===== src/rtl/mbd_pkg.sv =====
// Package: shared sizes for the mirrored peripheral bus decoder.
// Assumes an 8-bit data bus and a 13-bit address bus.
package mbd_pkg;
    localparam int ADDR_W      = 13;
    localparam int DATA_W      = 8;
    localparam int WR_IDX_W    = 6;
    localparam int RD_IDX_W    = 4;
    localparam int NUM_WR_REGS = 45;   // indices 0x00..0x2C are defined
    localparam int NUM_RD_SRC  = 14;   // indices 0..13 are defined
    localparam int STAT_W      = 2;    // driven read bits per source
    localparam int HOLD_W      = DATA_W - STAT_W;
endpackage


===== src/rtl/mbd_select.sv =====
// Module: address select. The peripheral answers when both select address
// bits are zero. Assumes the remaining address bits are don't-care.
module mbd_select (
    input  logic sel_hi_bit,
    input  logic sel_lo_bit,
    input  logic cpu_write,
    output logic sel,
    output logic rd_oe
);
    // Combine the two select bits and the direction.
    always_comb begin
        sel   = ~sel_hi_bit & ~sel_lo_bit;
        rd_oe = sel & ~cpu_write;
    end
endmodule


===== src/rtl/mbd_wr_decode.sv =====
// Module: write decoder. It turns a qualified write into a registered one-hot
// strobe and captures the write data. Indices at or above NUM_REGS are ignored.
// Assumes `fire` is already qualified by select, write and phase-2 enable.
module mbd_wr_decode #(
    parameter int IDX_W    = 6,
    parameter int NUM_REGS = 45,
    parameter int DW       = 8
) (
    input  logic                clk,
    input  logic                rst_n,
    input  logic                fire,
    input  logic [IDX_W-1:0]    idx,
    input  logic [DW-1:0]       din,
    output logic [NUM_REGS-1:0] strobe,
    output logic [DW-1:0]       dout
);
    localparam int SPACE = 1 << IDX_W;

    logic [NUM_REGS-1:0] hit;
    logic                defined;

    // Compare the index against each defined register.
    for (genvar k = 0; k < NUM_REGS; k++) begin : g_hit
        assign hit[k] = (idx == IDX_W'(k));
    end

    // The index is defined when it lies below the register count.
    always_comb defined = (int'(idx) < NUM_REGS) && (NUM_REGS <= SPACE);

    // Register the strobe pulse and the write data.
    always_ff @(posedge clk) begin
        if (!rst_n) begin
            strobe <= '0;
            dout   <= '0;
        end else begin
            strobe <= fire ? hit : '0;
            if (fire && defined) dout <= din;
        end
    end

    AST_STROBE_ONEHOT: assert property (@(posedge clk) disable iff (!rst_n)
        $onehot0(strobe));
    AST_STROBE_QUALIFIED: assert property (@(posedge clk) disable iff (!rst_n)
        !fire |=> (strobe == '0));
    AST_UNDEF_SILENT: assert property (@(posedge clk) disable iff (!rst_n)
        (fire && int'(idx) >= NUM_REGS) |=> (strobe == '0) && $stable(dout));
    AST_DATA_ONLY_ON_WRITE: assert property (@(posedge clk) disable iff (!rst_n)
        !fire |=> $stable(dout));
endmodule


===== src/rtl/mbd_rd_path.sv =====
// Module: read path. It keeps the low bus bits in a bus-hold register and
// selects the two status bits for the read index. Undefined sources give zero.
// Assumes `bus_driven` flags every cycle in which an agent drives the bus.
module mbd_rd_path #(
    parameter int IDX_W   = 4,
    parameter int NUM_SRC = 14,
    parameter int SW      = 2,
    parameter int HW      = 6
) (
    input  logic                clk,
    input  logic                rst_n,
    input  logic                bus_driven,
    input  logic [HW-1:0]       bus_lo,
    input  logic [IDX_W-1:0]    ridx,
    input  logic [NUM_SRC*SW-1:0] status,
    output logic [SW+HW-1:0]    rdata
);
    localparam int SLOTS = 1 << IDX_W;

    logic [SW-1:0] src [SLOTS];
    logic [HW-1:0] hold_q;

    // Map each read slot to its status pair, or to zero when undefined.
    for (genvar i = 0; i < SLOTS; i++) begin : g_src
        if (i < NUM_SRC) begin : g_def
            assign src[i] = status[i*SW +: SW];
        end else begin : g_undef
            assign src[i] = '0;
        end
    end

    // The bus-hold register follows the bus whenever it is driven.
    always_ff @(posedge clk) begin
        if (!rst_n)          hold_q <= '0;
        else if (bus_driven) hold_q <= bus_lo;
    end

    // Join the driven status bits with the held bus bits.
    always_comb rdata = {src[ridx], hold_q};

    AST_HOLD_KEEPS: assert property (@(posedge clk) disable iff (!rst_n)
        !bus_driven |=> $stable(rdata[HW-1:0]));
    AST_HOLD_LOADS: assert property (@(posedge clk) disable iff (!rst_n)
        bus_driven |=> (rdata[HW-1:0] == $past(bus_lo)));
endmodule


===== src/rtl/mirror_bus_decoder.sv =====
// Module: top of the mirrored peripheral bus decoder. It performs the select,
// the six-bit write decode and the four-bit read decode with bus hold.
// Assumes one bus cycle per clock. Write strobes are qualified by phi2_en.
module mirror_bus_decoder
    import mbd_pkg::*;
(
    input  logic                         clk,
    input  logic                         rst_n,
    input  logic                         phi2_en,
    input  logic [ADDR_W-1:0]            addr,
    input  logic                         cpu_write,
    input  logic                         bus_driven,
    input  logic [DATA_W-1:0]            data_bus,
    input  logic [NUM_RD_SRC*STAT_W-1:0] status_bits,
    output logic                         sel,
    output logic                         rd_oe,
    output logic [NUM_WR_REGS-1:0]       wr_strobe,
    output logic [DATA_W-1:0]            wr_data,
    output logic [DATA_W-1:0]            rd_data
);
    logic wr_fire;
    logic unused_addr_bits;

    // Address bits that take no part in any decode.
    always_comb unused_addr_bits = ^{addr[11:8], addr[6]};

    mbd_select u_sel (
        .sel_hi_bit (addr[12]),
        .sel_lo_bit (addr[7]),
        .cpu_write  (cpu_write),
        .sel        (sel),
        .rd_oe      (rd_oe)
    );

    // Qualify the write with select, direction and phase-2 enable.
    always_comb wr_fire = sel & cpu_write & phi2_en;

    mbd_wr_decode #(
        .IDX_W    (WR_IDX_W),
        .NUM_REGS (NUM_WR_REGS),
        .DW       (DATA_W)
    ) u_wr (
        .clk    (clk),
        .rst_n  (rst_n),
        .fire   (wr_fire),
        .idx    (addr[WR_IDX_W-1:0]),
        .din    (data_bus),
        .strobe (wr_strobe),
        .dout   (wr_data)
    );

    mbd_rd_path #(
        .IDX_W   (RD_IDX_W),
        .NUM_SRC (NUM_RD_SRC),
        .SW      (STAT_W),
        .HW      (HOLD_W)
    ) u_rd (
        .clk        (clk),
        .rst_n      (rst_n),
        .bus_driven (bus_driven),
        .bus_lo     (data_bus[HOLD_W-1:0]),
        .ridx       (addr[RD_IDX_W-1:0]),
        .status     (status_bits),
        .rdata      (rd_data)
    );

    AST_NO_SEL_NO_STROBE: assert property (@(posedge clk) disable iff (!rst_n)
        (addr[12] || addr[7]) |=> (wr_strobe == '0));
    AST_RD_UNDEF_ZERO: assert property (@(posedge clk) disable iff (!rst_n)
        (rd_oe && int'(addr[RD_IDX_W-1:0]) >= NUM_RD_SRC) |-> (rd_data[DATA_W-1 -: STAT_W] == '0));
    AST_OE_IMPLIES_SEL: assert property (@(posedge clk) disable iff (!rst_n)
        rd_oe |-> (sel && !cpu_write));
endmodule


===== config.mk =====
export PLATFORM = sky130hd
export DESIGN_NAME = mirror_bus_decoder
export DESIGN_NICKNAME = d
export VERILOG_FILES = /design/src/rtl/mbd_pkg.sv /design/src/rtl/mbd_select.sv /design/src/rtl/mbd_wr_decode.sv /design/src/rtl/mbd_rd_path.sv /design/src/rtl/mirror_bus_decoder.sv
export SDC_FILE = /design/constraint.sdc
export NUM_CORES = 1
export LEC_CHECK = 0
export BUFFER_PORTS_ARGS = -buffer_cell sky130_fd_sc_hd__buf_2
export CAP_MARGIN = 15
export CORE_ASPECT_RATIO = 0.75
export CORE_UTILIZATION = 39
export DETAILED_ROUTE_END_ITERATION = 8
export PLACE_DENSITY = 0.82
export SKIP_LAST_GASP = 1
export SLEW_MARGIN = 20
export SYNTH_ARGS = -nofsm -noshare
export SYNTH_HDL_FRONTEND = slang
export SYNTH_SLANG_ARGS = --single-unit

===== constraint.sdc =====
create_clock -name clk -period 2.45 [get_ports clk]
set_input_delay 0.49 -clock clk [delete_from_list [all_inputs] [get_ports clk]]
set_output_delay 0.49 -clock clk [all_outputs]
set_load 0.05 [all_outputs]

==> impl_summary.log, run 1 <==
INFO  metric ctsLongestPathBuffers = 2
INFO  metric clk-insertion-delay-late = approximately 0.32 ns
INFO  metric minimum_clock_period = 2.31 ns
INFO  metric drc = 0
INFO  metric crit_buf_inv = 2
INFO  metric min_path_type = in2reg
INFO  metric final_core_util = about three fifths
INFO  metric synth_async_sr_flop_share = 0%
INFO  metric tritoncts.num_buffers = 9
INFO  metric port-buffer-count = roughly 110
INFO  metric wl_per_cell = between 10 and 15 um
INFO  metric skew = 0 ns
INFO  metric fmaxAchievable = 0.433 GHz
INFO  metric yosys_warnings = 0
INFO  metric routed_wirelength = roughly 4900 um
INFO  metric grtUsageTotal = a little under a fifth
INFO  metric intPower = approximately 1800 uW
INFO  metric floorplan.core_area = a little over 5000 um2
INFO  metric drtAntennaViolNets = 0
INFO  metric synth.distinct_cells = 23
INFO  metric critical_path.max_stage_delay = 0.52 ns
INFO  metric die_height = about 66 um
INFO  metric finish.net_count = between 300 and 400
INFO  metric cts-root-buf = sky130_fd_sc_hd__clkbuf_8
INFO  metric finalHoldViolations = 0
INFO  metric wire_length_of_the_first_global_routing_pass = slightly below 8000 um
INFO  metric critPathRequiredTime = approximately 2 ns
INFO  metric setup.worst_path.class = in2out
INFO  metric syn_area = around 2100 um2
INFO  metric setup_viol_count_final = 0
INFO  metric path_cells = buf_2 -> mux4_2 -> nor2b_1 -> o21ai_1 -> o21ai_1 -> buf_2
INFO  metric first_iter_violations = 67
INFO  metric highest_ir_drop_seen_on_vdd = 0.331 mV
INFO  metric rsz0062_at_grt = false
INFO  metric outcome = completed
INFO  metric ys_seq_area_share = about 56%
INFO  metric final-seq-area = about 1200 um2
INFO  metric path_max_fanout = 9
INFO  metric cts-hold-fix-buffers = 0
INFO  metric diodes_inserted = 0
INFO  metric drtPass1Iterations = 4
INFO  metric clkSlewWorstSetupHoldPaths = 0.07 ns
INFO  metric timing.critical_path.from_type = input pin
INFO  metric total_half_perimeter_wirelength_after_legalization_and_detailed_placement = 3610 um
INFO  metric post_route_cells_drive_above_1_share = about 47%
INFO  metric via_count_of_the_first_global_routing_pass = 1783
INFO  metric layout_worst_path_cycle_share = 94.3%
INFO  metric gpl.final_weighted_congestion = around 0.72
INFO  metric design.die.area = ~5700 um2
INFO  metric pins_over_their_slew_limit = 0
INFO  metric std_cell_rows = 22
INFO  metric part_of_the_total_power_dissipated_in_combinational_logic = 9.1%
INFO  metric critical_path_arrival = 1.82 ns
INFO  metric clkPwrFrac = between 40% and 50%
INFO  metric cts_tree = done
INFO  metric cell_pwr_density = 763 nW/um2
INFO  metric initial_core_utilization = a little over two fifths
INFO  metric antenna_found_initial = 0
INFO  metric vias = between 1500 and 2000
INFO  metric mapped_cells = 204
INFO  metric grt_start_max_net_pins = 25
INFO  metric cts.sinks = 59
INFO  metric sequential_power_share = around 43%
INFO  metric num-fill-cells = around 460
INFO  metric postSynthRegisterBits = about 60
INFO  metric io_pins = 117
INFO  metric cellLeakagePower = about 0.0014 uW
INFO  metric cts-resized-gates = 0
INFO  metric synth_edf_count = 0
INFO  metric power.net_switching = between 500 and 600 uW
INFO  metric fp.dieW = between 80 and 90 um
INFO  metric critPathSlowestCell = sky130_fd_sc_hd__mux4_2
INFO  metric max-cap-violations = 0
INFO  metric area.growth.synth_to_final = 40.8%
INFO  metric worst_slew_margin_rel = 45.5%
INFO  metric htreeDepth = 3
INFO  metric setup.worst_path.end_class = output pin
INFO  metric design_power_total = around 2300 uW
INFO  metric avgSynthCellArea = 10.3 um2
INFO  metric cp_top_family = multiplexers
INFO  metric switching_share = between 20 and 25%
INFO  metric dominantRegCellSynth = sky130_fd_sc_hd__dfxtp_1
INFO  metric synth_nets = about 260
INFO  metric dp.cells = roughly 380
INFO  metric worst_hold_check_slack = about 0.41 ns
INFO  metric count_of_non_filler_cells_in_the_finished_layout = a little under 400
INFO  metric multi_input_comb_area = ~860 um2
INFO  metric fin_tns_setup = 0 ns
INFO  metric cts_setup_buffers = 0
INFO  metric tightest_slew = 0.817 ns
INFO  metric drt-vias-per-instance = between 4 and 5
INFO  metric grt_remaining_overflow = 0
-- cells in the final DEF, fill, tap and decap left out --
cell and n:
sky130_fd_sc_hd__and2_1 1, sky130_fd_sc_hd__and4bb_1 1, sky130_fd_sc_hd__buf_2 111, sky130_fd_sc_hd__buf_4 5, sky130_fd_sc_hd__bufinv_16 3, sky130_fd_sc_hd__clkbuf_8 10
sky130_fd_sc_hd__clkinv_2 1, sky130_fd_sc_hd__clkinvlp_4 1, sky130_fd_sc_hd__dfxtp_1 59, sky130_fd_sc_hd__inv_6 1, sky130_fd_sc_hd__mux2i_1 18, sky130_fd_sc_hd__mux4_2 6
sky130_fd_sc_hd__nand2_1 28, sky130_fd_sc_hd__nand2b_1 2, sky130_fd_sc_hd__nand3_1 2, sky130_fd_sc_hd__nand4b_1 2, sky130_fd_sc_hd__nor2_1 26, sky130_fd_sc_hd__nor2_2 10
sky130_fd_sc_hd__nor2b_1 12, sky130_fd_sc_hd__nor3_1 7, sky130_fd_sc_hd__nor3b_1 2, sky130_fd_sc_hd__nor4_1 4, sky130_fd_sc_hd__nor4_2 2, sky130_fd_sc_hd__o211a_1 1
sky130_fd_sc_hd__o21ai_1 5, sky130_fd_sc_hd__or3_1 1
-- layer usage --
layer | part of all wire, % | vias to the layer above | global-route usage [%]
li1 | - | 905 | -
met1 | 45 | 837 | 22.0
met2 | 49 | 73 | 32.2
met3 | 4.3 | 5 | 4.52
met4 | 1.2 | 0 | 8.75
met5 | 0 | - | 0
-- power groups by stage --
stage	Sequential (uW)	Combinational, uW	Clock [uW]
floorplan	1020	107	0
global placement	993	203	0
detailed placement	993	207	0
CTS	972	208	1100
global route	972	224	1150
finish	971	206	1090
-- final timing paths --
kind / startpoint / endpoint / slack [ns] / cells past startpoint
worst max register to register: u_rd.hold_q[3] / u_rd.hold_q[3] / 1.83 / 2
worst max-delay path: addr[0] / rd_data[7] / 0.14 / 6
worst min register to register: u_wr.dout[1] / u_wr.dout[1] / 0.46 / 2
worst min-delay path: data_bus[6] / u_wr.dout[6] / 0.41 / 3
-- synth_stat cells (all sizes together) (5+ instances only) --
cell type | count | share of area, %
nor4 | 6 | 2.4
nor2 | 36 | 7.6
nor2b | 12 | 3.6
o21ai | 5 | 1.2
nor3 | 7 | 1.7
mux2i | 18 | 8.5
mux4 | 6 | 6.4
dfxtp | 59 | 56
clkbuf | 7 | 1.2
buf | 8 | 2.1
nand2 | 28 | 5.0
-- per-stage QoR --
step,instance area (um2),setup WS [ns]
after floorplan,2110,0.169
final,2970,0.141
after global placement,2720,0.138
after global routing,2970,0.0332
after detailed placement,2720,0.128
after CTS,2970,0.125
-- cell type report --
cell class / instances / area share (%)
Sequential cell: 59 / 39.8
Multi-Input combinational cell: 130 / 28.8
Timing Repair Buffer: 116 / 20.0
Clock buffer: 10 / 4.64
Clock inverter: 6 / 3.75
Tap cell: 72 / 3.03
-- cell families (layout without fill, tap and decap cells) --
group	Yosys count	count (layout)	share of synthesized area [%]
AOI/OAI and AO/OA	6	6	1.66
muxes	24	24	15.0
buffers and inverters	15	132	3.38
DFF	59	59	56.0
and+or+nand+nor	100	100	24.0
-- worst register-to-register path: cells and delay by family (launching register included) --
family        cells  cell delay (ns)
flops             1             0.32
mux               1             0.13
simple gates      1             0.06
-- flip-flops by register name (all words and copies together), names as in the netlist --
register     count
u_rd.hold_q      6
u_wr.dout        8
u_wr.strobe     45
Note: power is estimated with default switching activity, not from simulation.
==> run 2: changes to the inputs <==
Settings changed: PLACE_DENSITY 0.82 to 0.71.
==> impl_summary.log, run 2 (same netlist as run 1, synthesis figures left out) <==
INFO  metric outcome = completed
INFO  metric largest_registers = u_wr.strobe x45, u_wr.dout x8, u_rd.hold_q x6
INFO  metric num-fill-cells = 487 (+5.6%)
INFO  metric max-cap-violations = 0 (unchanged)
INFO  metric drtPass1Iterations = 4 (unchanged)
INFO  metric cts-root-buf = sky130_fd_sc_hd__clkbuf_8
INFO  metric multi_input_comb_area = 856 um2 (unchanged)
INFO  metric cts_setup_buffers = 0 (unchanged)
INFO  metric final_core_util = 57.7% (-1.3 points)
INFO  metric rsz0062_at_grt = false
INFO  metric std_cell_rows = 22 (unchanged)
INFO  metric met1_length = 2010 um (-9.4%)
INFO  metric finalHoldViolations = 0 (unchanged)
INFO  metric critical_path.max_stage_delay = 0.52 ns (about the same)
INFO  metric least_setup_slack_across_all_paths_after_layout = 0.153 ns (+0.0121 ns)
INFO  metric cts-resized-gates = 0 (unchanged)
INFO  metric htreeDepth = 3 (unchanged)
INFO  metric sequential_power_share = 48.4% (+5.5 points)
INFO  metric critPathSlowestCell = sky130_fd_sc_hd__mux4_2
INFO  metric ctsLongestPathBuffers = 2 (unchanged)
INFO  metric fmaxAchievable = 0.435 GHz (+0.53%)
INFO  metric layout_worst_path_cycle_share = 93.8% (-0.50 points)
INFO  metric antenna_found_initial = 0 (unchanged)
INFO  metric drt-vias-per-instance = 4.62 (-0.19%)
INFO  metric clkPwrFrac = 41.5% (-6.5 points)
INFO  metric cellLeakagePower = 0.00136 uW (-2.4%)
INFO  metric hold-path-cell-count = 3 (unchanged)
INFO  metric routed_wirelength = 4690 um (-3.7%)
INFO  metric cts.sinks = 59 (unchanged)
INFO  metric rr_startpoint = u_rd.hold_q[0]
INFO  metric highest_ir_drop_seen_on_vdd = 0.287 mV (-13%)
INFO  metric finish.net_count = 369 (-0.27%)
INFO  metric diodes_inserted = 0 (unchanged)
INFO  metric fin_tns_setup = 0 ns (unchanged)
INFO  metric grt_remaining_overflow = 0 (unchanged)
INFO  metric hp-start = data_bus[7]
INFO  metric intPower = 1510 uW (-14%)
INFO  metric grtUsageTotal = 18.2% (-0.51 points)
INFO  metric layout.cells.most_common = sky130_fd_sc_hd__buf_2
INFO  metric largest_reg_flops = 45 (unchanged)
INFO  metric path_cells = buf_2 -> mux4_2 -> nor2b_1 -> o21ai_1 -> o21ai_1 -> buf_2
INFO  metric ff_to_ff_path_depth = 2 (unchanged)
INFO  metric vias = 1812 (-0.44%)
INFO  metric die_height = 65.7 um (unchanged)
INFO  metric gpl.final_weighted_congestion = 0.715 (-0.29%)
INFO  metric io_pins = 117 (unchanged)
INFO  metric wire_length_of_the_first_global_routing_pass = 7620 um (-4.1%)
INFO  metric routed-wl-met3 = 336 um (+59%)
INFO  metric drtAntennaViolNets = 0 (unchanged)
INFO  metric path_max_fanout = 9 (unchanged)
INFO  metric cts-hold-fix-buffers = 0 (unchanged)
INFO  metric part_of_the_total_power_dissipated_in_combinational_logic = 10.1% (+1.0 points)
INFO  metric min_path_type = in2reg
INFO  metric initial_core_utilization = 41.9% (unchanged)
INFO  metric met2WireLength = 2310 um (-3.2%)
INFO  metric post_route_cells_drive_above_1_share = 46.6% (-0.17 points)
INFO  metric layout.cells.most_common_list = sky130_fd_sc_hd__buf_2, sky130_fd_sc_hd__dfxtp_1, sky130_fd_sc_hd__nand2_1, sky130_fd_sc_hd__nor2_1, sky130_fd_sc_hd__mux2i_1
INFO  metric timing.critical_path.from_type = input pin
INFO  metric highest-signal-layer = met4
INFO  metric final-seq-area = 1180 um2 (unchanged)
INFO  metric first_iter_violations = 54 (-19%)
INFO  metric reg2reg_to = u_rd.hold_q[0]
INFO  metric switching_share = 24.7% (+2.1 points)
INFO  metric pins_over_their_slew_limit = 0 (unchanged)
INFO  metric power.net_switching = 497 uW (-2.9%)
INFO  metric setup.worst_path.end_class = output pin
INFO  metric cell_pwr_density = 692 nW/um2 (-9.4%)
INFO  metric skew = 0 ns (unchanged)
INFO  metric cts_tree = done
INFO  metric setup.worst_path.class = in2out
INFO  metric area.growth.synth_to_final = 37.8%
INFO  metric design.die.area = 5710 um2 (unchanged)
INFO  metric registers.top_by_ff_count = u_wr.strobe
INFO  metric floorplan.core_area = 5040 um2 (unchanged)
INFO  metric clk-insertion-delay-late = 0.33 ns (about the same)
INFO  metric drc = 0 (unchanged)
INFO  metric setup_viol_count_final = 0 (unchanged)
INFO  metric worst_slew_margin_rel = 42.6% (-3.0 points)
INFO  metric via_count_of_the_first_global_routing_pass = 1687 (-5.4%)
INFO  metric clkSlewWorstSetupHoldPaths = 0.07 ns (about the same)
INFO  metric critical_path_arrival = 1.81 ns (about the same)
INFO  metric worst_hold_check_slack = 0.403 ns (-0.00989 ns)
INFO  metric tightest_slew = 0.861 ns (+0.0444 ns)
INFO  metric grt_start_max_net_pins = 25 (unchanged)
INFO  metric fp.dieW = 86.9 um (unchanged)
INFO  metric total_half_perimeter_wirelength_after_legalization_and_detailed_placement = 3410 um (-5.6%)
INFO  metric wl_per_cell = 12.0 um (-3.5%)
INFO  metric preCtsSetupSlack = 0.142 ns (+0.0144 ns)
INFO  metric port-buffer-count = 111 (unchanged)
INFO  metric minimum_clock_period = 2.30 ns (-0.0121 ns)
INFO  metric critPathRequiredTime = 1.96 ns (about the same)
INFO  metric r2r_setup_slack = 1.83 ns (about the same)
INFO  metric tritoncts.num_buffers = 9 (unchanged)
INFO  metric hold_end = u_wr.dout[7]
[run 2: cell count changes in the layout (fill, tap and decap cells not counted), sizes merged]
cell / previous run / this run
buf: 116 / 115
bufinv: 3 / 1
clkbuf: 10 / 9
clkinv: 1 / 4
clkinvlp: 1 / 2
inv: 1 / 0
[run 2: layout make-up]
cell class                 instances  area share, %
tap                               72           3.10
clock buffer                       9           4.26
timing repair buffer             115           20.2
sequential                        59           40.7
clock inverter                     7           2.37
multi-input combinational        130           29.5
[run 2: how the worst max path moves through the flow]
stage	from	endpoint	slack (ns)	cells past startpoint
3_3_place_gp	addr[0]	rd_data[6]	0.15	6
2_1_floorplan	addr[0]	rd_data[6]	0.17	5
4_1_cts	addr[0]	rd_data[7]	0.14	6
5_1_grt	addr[0]	rd_data[6]	0.04	6
3_5_place_dp	addr[0]	rd_data[6]	0.14	6
6_report	addr[0]	rd_data[7]	0.15	6
[run 2: critical path: cells and delay by family]
kind / cells / cell delay, ns
multiplexers: 1 / 0.52
AO/OA/AOI/OAI: 2 / 0.20
AND/OR/NAND/NOR: 1 / 0.14
buffers and inverters: 2 / 0.46
[run 2: metrics by stage]
step | total power [uW] | cells | cell area (um2)
after detailed placement | 1200 | 376 | 2710
after global routing | 2100 | 392 | 2910
after CTS | 2040 | 392 | 2910
after global placement | 1190 | 376 | 2710
final | 2010 | 392 | 2910
after floorplan | 1130 | 204 | 2110
[run 2: power groups by stage]
stage	clock network, uW	registers, uW	logic, uW
global route	903	972	220
finish	834	972	203
detailed placement	0	993	205
floorplan	0	1020	107
CTS	863	971	205
global placement	0	993	202
[run 2: metal layers]
layer,GRT usage (%),vias up
met2,30.2,88
li1,-,900
met5,0,-
met1,21.3,819
met4,8.75,0
met3,5.78,5
